`config.mk`:
```
export PLATFORM = sky130hd
export DESIGN_NAME = mwdt_top
export DESIGN_NICKNAME = d
export VERILOG_FILES = /design/src/rtl/mwdt_pkg.sv /design/src/rtl/mwdt_counter.sv /design/src/rtl/mwdt_pulse.sv /design/src/rtl/mwdt_regs.sv /design/src/rtl/mwdt_top.sv
export SDC_FILE = /design/constraint.sdc
export NUM_CORES = 1
export LEC_CHECK = 0
export BUFFER_PORTS_ARGS = -buffer_cell sky130_fd_sc_hd__buf_2
export CELL_PAD_IN_SITES_DETAIL_PLACEMENT = 0
export CELL_PAD_IN_SITES_GLOBAL_PLACEMENT = 1
export CORE_MARGIN = 1.5
export CORE_UTILIZATION = 45
export CTS_BUF_LIST = sky130_fd_sc_hd__clkbuf_2 sky130_fd_sc_hd__clkbuf_4 sky130_fd_sc_hd__clkbuf_8
export CTS_CLUSTER_SIZE = 20
export DETAILED_ROUTE_END_ITERATION = 16
export PLACE_DENSITY = 0.82
export SLEW_MARGIN = 20
export SYNTH_ARGS = -nofsm -noshare
export SYNTH_HDL_FRONTEND = slang
export SYNTH_SLANG_ARGS = --single-unit
```
`constraint.sdc`:
```
create_clock -name clk -period 4.6 [get_ports clk]
set_input_delay 0.46 -clock clk [delete_from_list [all_inputs] [get_ports clk]]
set_output_delay 0.46 -clock clk [all_outputs]
set_load 0.02 [all_outputs]
```
`src/rtl/mwdt_pkg.sv`:
```
package mwdt_pkg;

  // Word indices of the register window
  typedef enum logic [2:0] {
    RI_FLAG  = 3'd0,
    RI_CTRL  = 3'd1,
    RI_COUNT = 3'd2,
    RI_ACT   = 3'd3,
    RI_CMP   = 3'd4,
    RI_PIN   = 3'd5,
    RI_WIDTH = 3'd6,
    RI_STAT  = 3'd7
  } reg_idx_e;

  // Pin action on a match
  typedef enum logic [1:0] {
    PA_KEEP   = 2'd0,
    PA_LOW    = 2'd1,
    PA_HIGH   = 2'd2,
    PA_INVERT = 2'd3
  } pin_act_e;

  // Match-action word, bit 0 at the bottom
  typedef struct packed {
    logic frc_ext;   // bit 6
    logic frc_int;   // bit 5
    logic sel_ext;   // bit 4
    logic sel_int;   // bit 3
    logic halt;      // bit 2
    logic restart;   // bit 1
    logic irq_en;    // bit 0
  } act_t;

endpackage

```
`src/rtl/mwdt_counter.sv`:
```
module mwdt_counter #(
  parameter int CNT_W = 32
) (
  input  logic             clk,
  input  logic             rst_n,
  input  logic             run,
  input  logic             clr,
  input  logic [CNT_W-1:0] cmp_val,
  output logic [CNT_W-1:0] cnt,
  output logic             hit
);

  logic [CNT_W-1:0] cnt_q, cnt_d;

  always_comb begin
    hit   = run && (cnt_q == cmp_val);
    cnt_d = cnt_q;
    if (clr)
      cnt_d = '0;
    else if (run)
      cnt_d = cnt_q + CNT_W'(1);
  end

  always_ff @(posedge clk or negedge rst_n) begin
    if (!rst_n)
      cnt_q <= '0;
    else
      cnt_q <= cnt_d;
  end

  assign cnt = cnt_q;

endmodule

```
`src/rtl/mwdt_pulse.sv`:
```
module mwdt_pulse #(
  parameter int PW_W  = 16,
  parameter int EXTRA = 6
) (
  input  logic            clk,
  input  logic            rst_n,
  input  logic            fire,
  input  logic            sel_int,
  input  logic            sel_ext,
  input  logic [PW_W-1:0] width,
  input  logic            frc_int,
  input  logic            frc_ext,
  output logic            rst_int_o,
  output logic            rst_ext_o
);

  localparam int LEN_W = PW_W + 1;

  logic [LEN_W-1:0] len_q, len_d;
  logic             int_q, int_d;
  logic             ext_q, ext_d;
  logic             active;

  always_comb begin
    len_d = len_q;
    int_d = int_q;
    ext_d = ext_q;
    if (fire) begin
      len_d = LEN_W'(width) + LEN_W'(EXTRA);
      int_d = sel_int;
      ext_d = sel_ext;
    end else if (len_q != '0) begin
      len_d = len_q - LEN_W'(1);
    end
  end

  always_ff @(posedge clk or negedge rst_n) begin
    if (!rst_n) begin
      len_q <= '0;
      int_q <= 1'b0;
      ext_q <= 1'b0;
    end else begin
      len_q <= len_d;
      int_q <= int_d;
      ext_q <= ext_d;
    end
  end

  assign active    = (len_q != '0);
  assign rst_int_o = (active && int_q) || frc_int;
  assign rst_ext_o = (active && ext_q) || frc_ext;

endmodule

```
`src/rtl/mwdt_regs.sv`:
```
module mwdt_regs
  import mwdt_pkg::*;
#(
  parameter int               CNT_W     = 32,
  parameter int               PW_W      = 16,
  parameter logic [CNT_W-1:0] CMP_RESET = '1
) (
  input  logic             clk,
  input  logic             rst_n,
  input  logic             bus_sel,
  input  logic             bus_wr,
  input  logic [2:0]       bus_addr,
  input  logic [31:0]      bus_wdata,
  output logic [31:0]      bus_rdata,
  input  logic [CNT_W-1:0] cnt,
  input  logic             hit,
  input  logic             fire,
  output logic             en,
  output logic             halt_en,
  output logic             clr_req,
  output act_t             act,
  output logic [CNT_W-1:0] cmp_val,
  output logic [PW_W-1:0]  width,
  output logic             pin,
  output logic             flag,
  output logic             stat
);

  localparam int ACT_W = $bits(act_t);

  logic             we;
  reg_idx_e         idx;

  logic             en_q, en_d;
  logic             hen_q, hen_d;
  act_t             act_q, act_d;
  logic [CNT_W-1:0] cmp_q, cmp_d;
  logic [PW_W-1:0]  wid_q, wid_d;
  logic             pin_q, pin_d;
  pin_act_e         pact_q, pact_d;
  logic             flag_q, flag_d;
  logic             stat_q, stat_d;

  assign we  = bus_sel && bus_wr;
  assign idx = reg_idx_e'(bus_addr);

  // next-state
  always_comb begin
    en_d   = en_q;
    hen_d  = hen_q;
    act_d  = act_q;
    cmp_d  = cmp_q;
    wid_d  = wid_q;
    pin_d  = pin_q;
    pact_d = pact_q;
    flag_d = flag_q;
    stat_d = stat_q;

    if (we) begin
      unique case (idx)
        RI_FLAG:  if (bus_wdata[0]) flag_d = 1'b0;
        RI_CTRL:  begin
                    en_d  = bus_wdata[0];
                    hen_d = bus_wdata[2];
                  end
        RI_ACT:   act_d  = act_t'(bus_wdata[ACT_W-1:0]);
        RI_CMP:   cmp_d  = bus_wdata[CNT_W-1:0];
        RI_PIN:   begin
                    pin_d  = bus_wdata[0];
                    pact_d = pin_act_e'(bus_wdata[5:4]);
                  end
        RI_WIDTH: wid_d  = bus_wdata[PW_W-1:0];
        default:  ;
      endcase
    end

    if (hit) begin
      flag_d = 1'b1;
      if (act_q.halt) en_d = 1'b0;
      unique case (pact_q)
        PA_LOW:    pin_d = 1'b0;
        PA_HIGH:   pin_d = 1'b1;
        PA_INVERT: pin_d = ~pin_q;
        default:   ;
      endcase
    end

    if (fire) stat_d = 1'b1;
  end

  // registers
  always_ff @(posedge clk or negedge rst_n) begin
    if (!rst_n) begin
      en_q   <= 1'b0;
      hen_q  <= 1'b0;
      act_q  <= '0;
      cmp_q  <= CMP_RESET;
      wid_q  <= '1;
      pin_q  <= 1'b0;
      pact_q <= PA_KEEP;
      flag_q <= 1'b0;
      stat_q <= 1'b0;
    end else begin
      en_q   <= en_d;
      hen_q  <= hen_d;
      act_q  <= act_d;
      cmp_q  <= cmp_d;
      wid_q  <= wid_d;
      pin_q  <= pin_d;
      pact_q <= pact_d;
      flag_q <= flag_d;
      stat_q <= stat_d;
    end
  end

  // read mux
  always_comb begin
    bus_rdata = '0;
    unique case (idx)
      RI_FLAG:  bus_rdata[0]       = flag_q;
      RI_CTRL:  begin
                  bus_rdata[0] = en_q;
                  bus_rdata[2] = hen_q;
                end
      RI_COUNT: bus_rdata[CNT_W-1:0] = cnt;
      RI_ACT:   bus_rdata[ACT_W-1:0] = act_q;
      RI_CMP:   bus_rdata[CNT_W-1:0] = cmp_q;
      RI_PIN:   begin
                  bus_rdata[0]   = pin_q;
                  bus_rdata[5:4] = pact_q;
                end
      RI_WIDTH: bus_rdata[PW_W-1:0] = wid_q;
      RI_STAT:  bus_rdata[0]       = stat_q;
      default:  ;
    endcase
  end

  assign clr_req = we && (idx == RI_CTRL) && bus_wdata[1];
  assign en      = en_q;
  assign halt_en = hen_q;
  assign act     = act_q;
  assign cmp_val = cmp_q;
  assign width   = wid_q;
  assign pin     = pin_q;
  assign flag    = flag_q;
  assign stat    = stat_q;

endmodule

```
`src/rtl/mwdt_top.sv`:
```
module mwdt_top
  import mwdt_pkg::*;
#(
  parameter int CLK_HZ        = 13_000_000,
  parameter int DEF_TIMEOUT_S = 19,
  parameter int CNT_W         = 32,
  parameter int PW_W          = 16,
  parameter int PULSE_EXTRA   = 6
) (
  input  logic        clk,
  input  logic        rst_n,
  input  logic        bus_sel,
  input  logic        bus_wr,
  input  logic [2:0]  bus_addr,
  input  logic [31:0] bus_wdata,
  output logic [31:0] bus_rdata,
  input  logic        dbg_halt_i,
  output logic        irq_o,
  output logic        match_pin_o,
  output logic        rst_int_o,
  output logic        rst_ext_o
);

  localparam logic [CNT_W-1:0] CMP_RESET =
    CNT_W'(64'(DEF_TIMEOUT_S) * 64'(CLK_HZ));

  // asynchronous assert, synchronous release
  logic [1:0] rst_sync_q;
  logic       rst_ns;

  always_ff @(posedge clk or negedge rst_n) begin
    if (!rst_n)
      rst_sync_q <= 2'b00;
    else
      rst_sync_q <= {rst_sync_q[0], 1'b1};
  end
  assign rst_ns = rst_sync_q[1];

  logic             en, halt_en, clr_req, run, clr, hit, fire, pin, flag, stat;
  act_t             act;
  logic [CNT_W-1:0] cmp_val, cnt;
  logic [PW_W-1:0]  width;

  assign run  = en && !(halt_en && dbg_halt_i);
  assign clr  = clr_req || (hit && (act.restart || act.halt));
  assign fire = hit && (act.sel_int || act.sel_ext);

  mwdt_regs #(
    .CNT_W     (CNT_W),
    .PW_W      (PW_W),
    .CMP_RESET (CMP_RESET)
  ) u_regs (
    .clk       (clk),
    .rst_n     (rst_ns),
    .bus_sel   (bus_sel),
    .bus_wr    (bus_wr),
    .bus_addr  (bus_addr),
    .bus_wdata (bus_wdata),
    .bus_rdata (bus_rdata),
    .cnt       (cnt),
    .hit       (hit),
    .fire      (fire),
    .en        (en),
    .halt_en   (halt_en),
    .clr_req   (clr_req),
    .act       (act),
    .cmp_val   (cmp_val),
    .width     (width),
    .pin       (pin),
    .flag      (flag),
    .stat      (stat)
  );

  mwdt_counter #(
    .CNT_W (CNT_W)
  ) u_cnt (
    .clk     (clk),
    .rst_n   (rst_ns),
    .run     (run),
    .clr     (clr),
    .cmp_val (cmp_val),
    .cnt     (cnt),
    .hit     (hit)
  );

  mwdt_pulse #(
    .PW_W  (PW_W),
    .EXTRA (PULSE_EXTRA)
  ) u_pulse (
    .clk       (clk),
    .rst_n     (rst_ns),
    .fire      (fire),
    .sel_int   (act.sel_int),
    .sel_ext   (act.sel_ext),
    .width     (width),
    .frc_int   (act.frc_int),
    .frc_ext   (act.frc_ext),
    .rst_int_o (rst_int_o),
    .rst_ext_o (rst_ext_o)
  );

  assign irq_o       = flag && act.irq_en;
  assign match_pin_o = pin;

endmodule

```
# Yosys cells after proc, flatten, opt, wreduce, memory -nomap -nowiden
# Cells that the tools add are included.
# word_totals
ff_bits	115
latch_bits	0
ram_bits	0
romBits	0
in_bits	40
output_inout_bits	36
wordCells	89
memories	0
# op_classes
addsub	3
multipliers	0
div	0
magnitude_cmp	0
eq_ne	11
shifts	0
mux	24
n_bitwise	1
reduce_logical	30
# op_table
operator	count
32-bit two-way mux	2
17-bit two-way mux	2
32-bit by 1-bit adder with 32-bit output (second input constant)	1
32-bit equality test	1
16-bit case mux with 2 select lines	1
9-bit case mux with 3 select lines	1
16-bit by 3-bit adder with 17-bit output (second input constant)	1
17-bit nonzero test	1
17-bit by 1-bit subtractor with 17-bit output (second input constant)	1
3-bit equality test (second input constant)	4
1-bit case mux with 4 select lines	3
1-bit logical AND	11
1-bit two-way mux	11
2-bit case mux with 5 select lines	1
2-bit AND reduction	5
2-bit nonzero test	5
1-bit case mux with 8 select lines	1
3-bit by 2-bit equality test with 1-bit output (second input constant)	2
1-bit logical OR	5
1-bit case mux with 5 select lines	1
2-bit equality test (second input constant)	2
3-bit by 1-bit equality test with 1-bit output (second input constant)	1
3-bit logical NOT	1
1-bit case mux with 3 select lines	1
4 further kinds	4

# Depth between registers and ports, before layout
# Gate-level depths: netlist of run 1.
# depth
word_depth	7
depth_mapped	8
ltp_nobuf	7

# Cells and area by module
# Synthesis of run 1 repeated with hierarchy kept, for this count alone.
# hier_totals
hier_cells	635
hier_area_um2	6824.0
# modules_own_cells
module	n_inst	cells_each	area_per_inst_um2	seq_area_each_um2
mwdt_regs	1	255	3288.2	1590.3
mwdt_counter	1	230	2108.3	800.8
mwdt_pulse	1	142	1337.5	475.5
mwdt_top	1	8	90.1	50.0

# Least setup slack after synthesis of run 1
# No wires, ideal clock.
# synth_path
path_kind	reg-to-output
start	register u_pulse.len_q[11]
end	output port rst_ext_o
t_arrival_ps	1889
required_ps	4140
path_slack_ps	2251
path_stages_with_launch	6
path_buffers	1
cell_sequence	dfrtp_1 or4_1 nor4b_4 nand2_1 buf_2 a21o_1
# synth_via
elab_chain_cells	3
# synth_lines
element	line_no	text
start: declaration	mwdt_pulse.sv:19	logic [LEN_W-1:0] len_q, len_d;
start signal: assignment	mwdt_pulse.sv:43	len_q <= len_d;
17-bit nonzero test	mwdt_pulse.sv:49	assign active = (len_q != '0);
1-bit logical AND	mwdt_pulse.sv:51	assign rst_ext_o = (active && ext_q) || frc_ext;
1-bit logical OR	mwdt_pulse.sv:51	
end: declaration	mwdt_top.sv:21	output logic rst_ext_o
# Every way passes these cells.

# Final worst setup path of run 1
# layout_path
start	register u_pulse.len_q[10]
end	output port rst_int_o
# layout_via
elab_chain_cells	3
# layout_lines
element	line_no	text
17-bit nonzero test	mwdt_pulse.sv:49	
1-bit logical AND	mwdt_pulse.sv:50	assign rst_int_o = (active && int_q) || frc_int;
1-bit logical OR	mwdt_pulse.sv:50	
end: declaration	mwdt_top.sv:20	output logic rst_int_o,
# Every way passes these cells.

==> qor.tcl, run 1 <==
set qor(ctsRootBufferMaster) {sky130_fd_sc_hd__clkbuf_8}
set qor(setup_total_negative_slack_ps) 0
set qor(antenna-diode-count) 0
set qor(worstSkewPairLatency_ps) 450
set qor(async_flop_share_pct) 100
set qor(routed-via-count) 5305
set qor(status) {complete, but fails checks}
set qor(synth_ff_type) {sky130_fd_sc_hd__dfrtp_1}
set qor(worst_ep_arrival_time_ps) 2720
set qor(grt_pass1_wl_microns) 28100
set qor(worst_pin_slew_ps) 982
set qor(std_cell_rows) 44
set qor(floorplan.die.height_microns) 126
set qor(grt-ovfl-total) 0
set qor(yosys-top-cells-area) {sky130_fd_sc_hd__dfrtp_1, sky130_fd_sc_hd__dfstp_2, sky130_fd_sc_hd__mux2_2, sky130_fd_sc_hd__xor2_1, sky130_fd_sc_hd__mux2i_1}
set qor(setup_repair_after_global_routing_missed_its_margin) {no}
set qor(ys_types) 58
set qor(drt_iter0_markers) 461
set qor(cts.sink_count) 115
set qor(final_period_minus_worst_setup_slack_ps) 3180
set qor(grt_usage_pct) 22.7
set qor(critPathKind) {reg2out}
set qor(synth-seq-cells) 115
set qor(synth_cells) 651
set qor(clock_tree_from_tritoncts) {yes}
set qor(dr.pass1.iters) 11
set qor(area_delta_synth_final_pct) 13.3
set qor(leakagePower_uw) 0.00337
set qor(ant_nets) 0
set qor(ys_seq_area_share_pct) 43.0
set qor(port_buffer_count) 75
set qor(filler_cell_count) 1307
set qor(final_cell_mix) {sky130_fd_sc_hd__dfrtp_1, sky130_fd_sc_hd__buf_2, sky130_fd_sc_hd__mux2_2}
set qor(drc) 5
set qor(setup_viol) 0
set qor(dp_hpwl_microns) 12600
set qor(instances_no_fill) 913
set qor(first_global_vias) 5249
set qor(synth.net_count) 695
set qor(design.die.area_sq_mm) 0.0158
set qor(power.density_cell_area_mw_per_mm2) 382
set qor(power_uw) 2930
set qor(yosysWarnings) 0
set qor(numCtsBuffers) 17
set qor(drt-total-wl_microns) 17400
set qor(cts_max_path_buffers) 2
set qor(synthDominantCellAreaShare_pct) 31.0
set qor(dpl.cell_count) 880
set qor(cp-end-kind) {primary output}
set qor(post_drt_wl_per_cell_microns) 19.1
set qor(vdd_drop_max_uv) 222
set qor(max_slew_margin_pct) 34.5
set qor(initial_utilization_pct) 46.3
set qor(fmax_mhz) 315
set qor(start_kind) {flop}
set qor(violations) {DRC}
set qor(final_nets) 760
set qor(critPathRequiredTime_ps) 4140
set qor(final_common_cell) {sky130_fd_sc_hd__dfrtp_1}
set qor(finalHoldViolCount) 0
set qor(max_cap_violations) 0
set qor(htree_levels) 4
set qor(syn_area_per_cell_sq_um) 10.4
set qor(pin_count_of_the_biggest_net_entering_global_routing) 72
set qor(synth_top_cell_by_area) {sky130_fd_sc_hd__dfrtp_1}
set qor(clock_skew_ps) 16.6
set qor(ioPinCount) 76
set qor(clkTransAtPathRegs_ps) 60
set qor(final-max-slew-violation-count) 0
set qor(average_vias_per_placed_instance) 5.81
set qor(final_min_period_over_clock_period_pct) 69.1
set qor(mappedNetlistArea_sq_mm) 0.00678
set qor(die_w_microns) 126
set qor(gp_congestion) 0.909
set qor(cp_max_fo) 16
set qor(grt_antenna_before_repair) 0
set qor(drive_gt1_share_pct) 32.2
set qor(finalCoreUtilization_pct) 52.5
set qor(synth_edf_count) 0
set qor(hold_path_class) {in2reg}
set qor(design.core.area_sq_mm) 0.0146
-- cell type report --
class | count | area [sq um] | share of cell area, %
Timing Repair Buffer | 86 | 464 | 6.04
Tap cell | 184 | 230 | 2.99
Multi-Input combinational cell | 476 | 3610 | 47.0
Sequential cell | 115 | 2920 | 38.0
Clock inverter | 4 | 22.5 | 0.293
Inverter | 20 | 75.1 | 0.977
Clock buffer | 28 | 360 | 4.69
-- power by group --
| part | total, uW | switching (uW) | internal, uW |
|---|---|---|---|
| Combinational | 615 | 328 | 287 |
| Clock | 894 | 399 | 495 |
| Sequential | 1430 | 207 | 1220 |
-- worst max-delay path, cell delays in order, from the launching register on --
cell                      delay (ps)
sky130_fd_sc_hd__dfrtp_1         420
sky130_fd_sc_hd__or4_1           610
sky130_fd_sc_hd__nor4b_4         340
sky130_fd_sc_hd__nand2_1         420
sky130_fd_sc_hd__a21o_1          320
sky130_fd_sc_hd__buf_2           160
-- cell families after synthesis --
family	synth area share, %
AOI/OAI and AO/OA	9.15
muxes	15.5
buffers and inverters	4.09
DFF	43.0
other	0.0553
adders and majority gates	0.738
and+or+nand+nor	17.7
xor gates and xnor gates	9.81
-- repair_timing --
item                                   CTS  global route
setup buffers                            0             0
gates resized for setup                  0             0
endpoints found under the hold margin    2             0
hold buffers                             1             0
-- sequential cells by signal, summed over array words and instances (netlist names) --
signal,count
u_regs.halt_en,1
u_cnt.cnt,32
u_regs.flag,1
u_regs.pin,1
u_pulse.len_q,17
u_regs.width,16
u_pulse.ext_q,1
u_regs.pact_q,2
u_regs.stat,1
u_regs.cmp_val,32
u_pulse.int_q,1
u_regs.en,1
u_regs.act,7
rst_sync_q,2
-- path summary, 6_finish.rpt --
kind,slack [ps],startpoint,endpoint,cells past startpoint
worst max register to register,2100,u_cnt.cnt[15],u_pulse.len_q[1],6
worst min register to register,350,rst_sync_q[0],rst_sync_q[1],0
min in group asynchronous,330,rst_n,rst_sync_q[1],2
worst min-delay path,240,bus_wdata[22],u_regs.cmp_val[22],2
max in group asynchronous,2960,rst_sync_q[1],u_regs.width[9],1
worst max-delay path,1420,u_pulse.len_q[10],rst_int_o,5
-- through the flow --
stage               hold slack (ps)  instance area [sq um]  setup slack [ps]
finish                          241                   7690              1420
global route                    228                   7690              1300
CTS                             217                   7680              1390
detailed placement              246                   7290              1650
global placement                245                   7280              1740
floorplan                       164                   6780              1210
-- synth_stat cells (all sizes together) (2+ instances only) --
master   count
and3         9
a2111oi      3
a22o        23
nor4b        2
mux2        64
nor3b        2
nand2       46
a22oi       11
a221oi       2
nand4       11
dfstp       31
o21ai       22
or3          2
and2         5
o31a         3
a21o         3
buf         20
ha           4
nor2        31
or4          4
inv         20
dfrtp       84
nor4        23
a21oi       11
nand3       27
clkbuf      20
xor2        48
nor3        38
and4         5
a21boi       2
xnor2       28
mux2i       33
nand2b       3
-- per-layer routing --
metal / wire length, microns / GRT usage [%]
met5: 0 / 0
met4: 290 / 6.83
met3: 762 / 5.35
met2: 8180 / 36.2
met1: 8200 / 31.0
Note: power is estimated with default switching activity, not from simulation.
==> run 2: changes to the inputs <==
--- a/config.mk
+++ b/config.mk
@@ -5,15 +5,16 @@
 export SDC_FILE = /design/constraint.sdc
 export NUM_CORES = 1
 export LEC_CHECK = 0
+export ABC_AREA = 1
 export BUFFER_PORTS_ARGS = -buffer_cell sky130_fd_sc_hd__buf_2
 export CELL_PAD_IN_SITES_DETAIL_PLACEMENT = 0
 export CELL_PAD_IN_SITES_GLOBAL_PLACEMENT = 1
 export CORE_MARGIN = 1.5
-export CORE_UTILIZATION = 45
+export CORE_UTILIZATION = 41
 export CTS_BUF_LIST = sky130_fd_sc_hd__clkbuf_2 sky130_fd_sc_hd__clkbuf_4 sky130_fd_sc_hd__clkbuf_8
 export CTS_CLUSTER_SIZE = 20
 export DETAILED_ROUTE_END_ITERATION = 16
-export PLACE_DENSITY = 0.82
+export PLACE_DENSITY = 0.83
 export SLEW_MARGIN = 20
 export SYNTH_ARGS = -nofsm -noshare
 export SYNTH_HDL_FRONTEND = slang
==> constraint.sdc (replaced) <==
create_clock -name clk -period 2.9 [get_ports clk]
set_input_delay 0.29 -clock clk [delete_from_list [all_inputs] [get_ports clk]]
set_output_delay 0.29 -clock clk [all_outputs]
set_load 0.02 [all_outputs]
==> run 2 against run 1 <==
- the run now ends clean
- flip-flop and latch count did not move
- sequential power rose by 57%
- global-route usage rose by 1.0 points
- final area rose by 6.1%
- worst setup slack got worse by 840 ps
- die area rose by 15%
- non-clock buffer count rose by 2
- critical endpoint unchanged
==> qor.tcl, run 2 <==
set qor(finalWorstSetupSlack_ps) 584 ;# -839 ps
set qor(detailedPlace.worstSlack_ps) 716 ;# -933 ps
set qor(drt-total-wl_microns) 20100 ;# +15%
set qor(cts_max_path_buffers) 2 ;# unchanged
set qor(drive_gt1_share_pct) 21.3 ;# -11 points
set qor(mappedNetlistArea_sq_mm) 0.00711 ;# +4.9%
set qor(gp_congestion) 0.899 ;# -1.1%
set qor(post_cts.resized_instances) 0 ;# unchanged
set qor(final_min_period_over_clock_period_pct) 79.9
set qor(setup_total_negative_slack_ps) 0 ;# unchanged
set qor(postPlaceCellArea_sq_mm) 0.00776 ;# +6.4%
set qor(post_drt_wl_per_cell_microns) 15.8 ;# -17%
set qor(synth-seq-cells) 115 ;# unchanged
set qor(worst_r2r_endpoint) {u_cnt.cnt[28]}
set qor(hold_path_class) {in2reg}
set qor(yosys-top-cells-count) {sky130_fd_sc_hd__nand2_1, sky130_fd_sc_hd__inv_1, sky130_fd_sc_hd__nor2_1}
set qor(floorplan.die.height_microns) 135 ;# +7.1%
set qor(final_common_cell) {sky130_fd_sc_hd__nand2_1}
set qor(average_vias_per_placed_instance) 5.07 ;# -13%
set qor(ys_types) 44 ;# -24%
set qor(clock_skew_ps) 8.10 ;# -8.50 ps
set qor(synth_ff_type) {sky130_fd_sc_hd__dfrtp_1}
set qor(hold-path-cell-count) 3 ;# +1
set qor(setup_repair_after_global_routing_missed_its_margin) {no}
set qor(power_uw) 5120 ;# +74%
set qor(worst_ep_arrival_time_ps) 2030 ;# -690 ps
set qor(seq_area_sq_mm) 0.00292 ;# unchanged
set qor(vdd_drop_max_uv) 299 ;# +35%
set qor(ctsRootBufferMaster) {sky130_fd_sc_hd__clkbuf_8}
set qor(status) {completed}
set qor(antenna-diode-count) 0 ;# unchanged
set qor(drc) 0 ;# -5
set qor(clkTransAtPathRegs_ps) 70 ;# about the same
set qor(routed-via-count) 6452 ;# +22%
set qor(final_period_minus_worst_setup_slack_ps) 2320
set qor(yosysWarnings) 0 ;# unchanged
set qor(first_global_vias) 6415 ;# +22%
set qor(synth_top_cell_by_area) {sky130_fd_sc_hd__dfrtp_1}
set qor(syn_area_per_cell_sq_um) 7.41 ;# -29%
set qor(initial_utilization_pct) 42.4 ;# -3.9 points
set qor(critical_path.reg2reg.startpoint) {u_cnt.cnt[0]}
set qor(filler_cell_count) 1731 ;# +32%
set qor(design.core.area_sq_mm) 0.0168 ;# +14%
set qor(max_slew_margin_pct) 52.9 ;# +18 points
set qor(worstSkewPairLatency_ps) 460 ;# about the same
set qor(start_kind) {flop}
set qor(cp-end-kind) {primary output}
set qor(dp_hpwl_microns) 15500 ;# +24%
set qor(hold_path_startpoint) {bus_wdata[13]}
set qor(setup_viol) 0 ;# unchanged
set qor(grt_antenna_before_repair) 0 ;# unchanged
set qor(grt_pass1_wl_microns) 33100 ;# +17%
set qor(pin_count_of_the_biggest_net_entering_global_routing) 81 ;# +13%
set qor(yosys-top-cells-area) {sky130_fd_sc_hd__dfrtp_1, sky130_fd_sc_hd__nand2_1, sky130_fd_sc_hd__dfstp_2, sky130_fd_sc_hd__inv_1, sky130_fd_sc_hd__xor2_1}
set qor(synthDominantCellAreaShare_pct) 29.5 ;# -1.4 points
set qor(ioPinCount) 76 ;# unchanged
set qor(cts.sink_count) 115 ;# unchanged
set qor(final_nets) 1084 ;# +43%
set qor(async_flop_share_pct) 100 ;# unchanged
set qor(leakagePower_uw) 0.00405 ;# +20%
set qor(rr_worst_depth) 9 ;# +3
set qor(r2r_slack_ps) 670 ;# -1430 ps
set qor(synth_edf_count) 0 ;# unchanged
set qor(yosysMostFrequentCell) {sky130_fd_sc_hd__nand2_1}
set qor(die_w_microns) 135 ;# +7.1%
set qor(std_cell_rows) 47 ;# +6.8%
set qor(critPathRequiredTime_ps) 2610 ;# -1530 ps
set qor(worst_setup_path_startpoint) {u_pulse.len_q[10]}
set qor(dr.pass1.iters) 5 ;# -6
set qor(area_delta_synth_final_pct) 14.6
set qor(final_area_sq_mm) 0.00816 ;# +6.1%
set qor(power.density_cell_area_mw_per_mm2) 628 ;# +64%
set qor(clock_tree_from_tritoncts) {yes}
set qor(critPathKind) {reg2out}
set qor(port_buffer_count) 75 ;# unchanged
set qor(drt_iter0_markers) 397 ;# -14%
set qor(final_cell_mix) {sky130_fd_sc_hd__nand2_1, sky130_fd_sc_hd__inv_1, sky130_fd_sc_hd__nor2_1}
set qor(grt_usage_pct) 23.8 ;# +1.0 points
set qor(synth.net_count) 1004 ;# +44%
set qor(fmax_mhz) 432
set qor(multi_input_comb_area_sq_mm) 0.00356 ;# -1.4%
set qor(grt-ovfl-total) 0 ;# unchanged
set qor(min_delay_worst_endpoint) {u_regs.width[13]}
set qor(cp_max_fo) 6 ;# -10
set qor(ant_nets) 0 ;# unchanged
set qor(max_cap_violations) 0 ;# unchanged
set qor(numCtsBuffers) 17 ;# unchanged
set qor(worst_pin_slew_ps) 706 ;# -276 ps
set qor(htree_levels) 4 ;# unchanged
set qor(design.die.area_sq_mm) 0.0182 ;# +15%
set qor(final-max-slew-violation-count) 0 ;# unchanged
set qor(synth_cells) 960 ;# +47%
set qor(finalHoldViolCount) 0 ;# unchanged
set qor(ys_seq_area_share_pct) 41.0 ;# -2.0 points
run 2: worst max path at each step:
stage	to	slack (ps)	depth (start not counted)
6_report	rst_int_o	580	7
5_1_grt	rst_int_o	340	7
4_1_cts	rst_int_o	550	7
3_5_place_dp	u_cnt.cnt[28]	720	9
3_3_place_gp	bus_rdata[6]	720	7
2_1_floorplan	u_cnt.cnt[0]	1010	0
run 2: kinds of logic after synthesis:
group | share of synthesized area [%]
mux | 1.42
flops | 41.0
buf+inv | 8.99
xor+xnor | 6.40
other cells | 0.0527
simple gates | 30.8
compound gates | 10.6
fa+ha+maj | 0.704
run 2: per-layer routing:
metal | global-route usage (%) | up-vias | part of all wire (%)
met1 | 30.9 | 3021 | 46
met3 | 3.53 | 35 | 3.8
li1 | - | 3239 | -
met2 | 40.0 | 157 | 48
met5 | 0 | - | 0
met4 | 9.14 | 0 | 2.3
run 2: stage by stage:
step / instances / utilization, % / hold WS [ps]
after floorplan: 960 / - / -5.59
after global placement: 1240 / 46.3 / 76.5
after detailed placement: 1240 / 46.3 / 76.7
after CTS: 1273 / 48.7 / 41.4
after global routing: 1273 / 48.7 / 54.4
final: 1273 / 48.7 / 59.5
run 2: timing repair:
action,CTS,global route
endpoints found under the hold margin,2,0
hold buffers,1,0
setup buffers,0,0
setup endpoints to repair,0,0
run 2: layout make-up:
type                       count  area share (%)
multi-input combinational    683            43.7
sequential                   115            35.8
inverter                     135            6.23
timing repair buffer          88            6.14
clock buffer                  23            3.80
tap                          220            3.38
clock inverter                 9           0.951
run 2: report_power, final:
group / switching, uW / internal (uW) / leakage, uW
logic: 910 / 490 / 0.00249
clock network: 675 / 791 / 0.000197
registers: 303 / 1950 / 0.00137
run 2: worst max-delay path, stage by stage, from the launching register on:
cell and delay [ps]:
sky130_fd_sc_hd__dfrtp_1 400, sky130_fd_sc_hd__nor2_1 180, sky130_fd_sc_hd__nand2_1 160, sky130_fd_sc_hd__nor2_1 220
sky130_fd_sc_hd__nand3_1 260, sky130_fd_sc_hd__nand2_1 120, sky130_fd_sc_hd__nand2_1 70, sky130_fd_sc_hd__buf_2 160
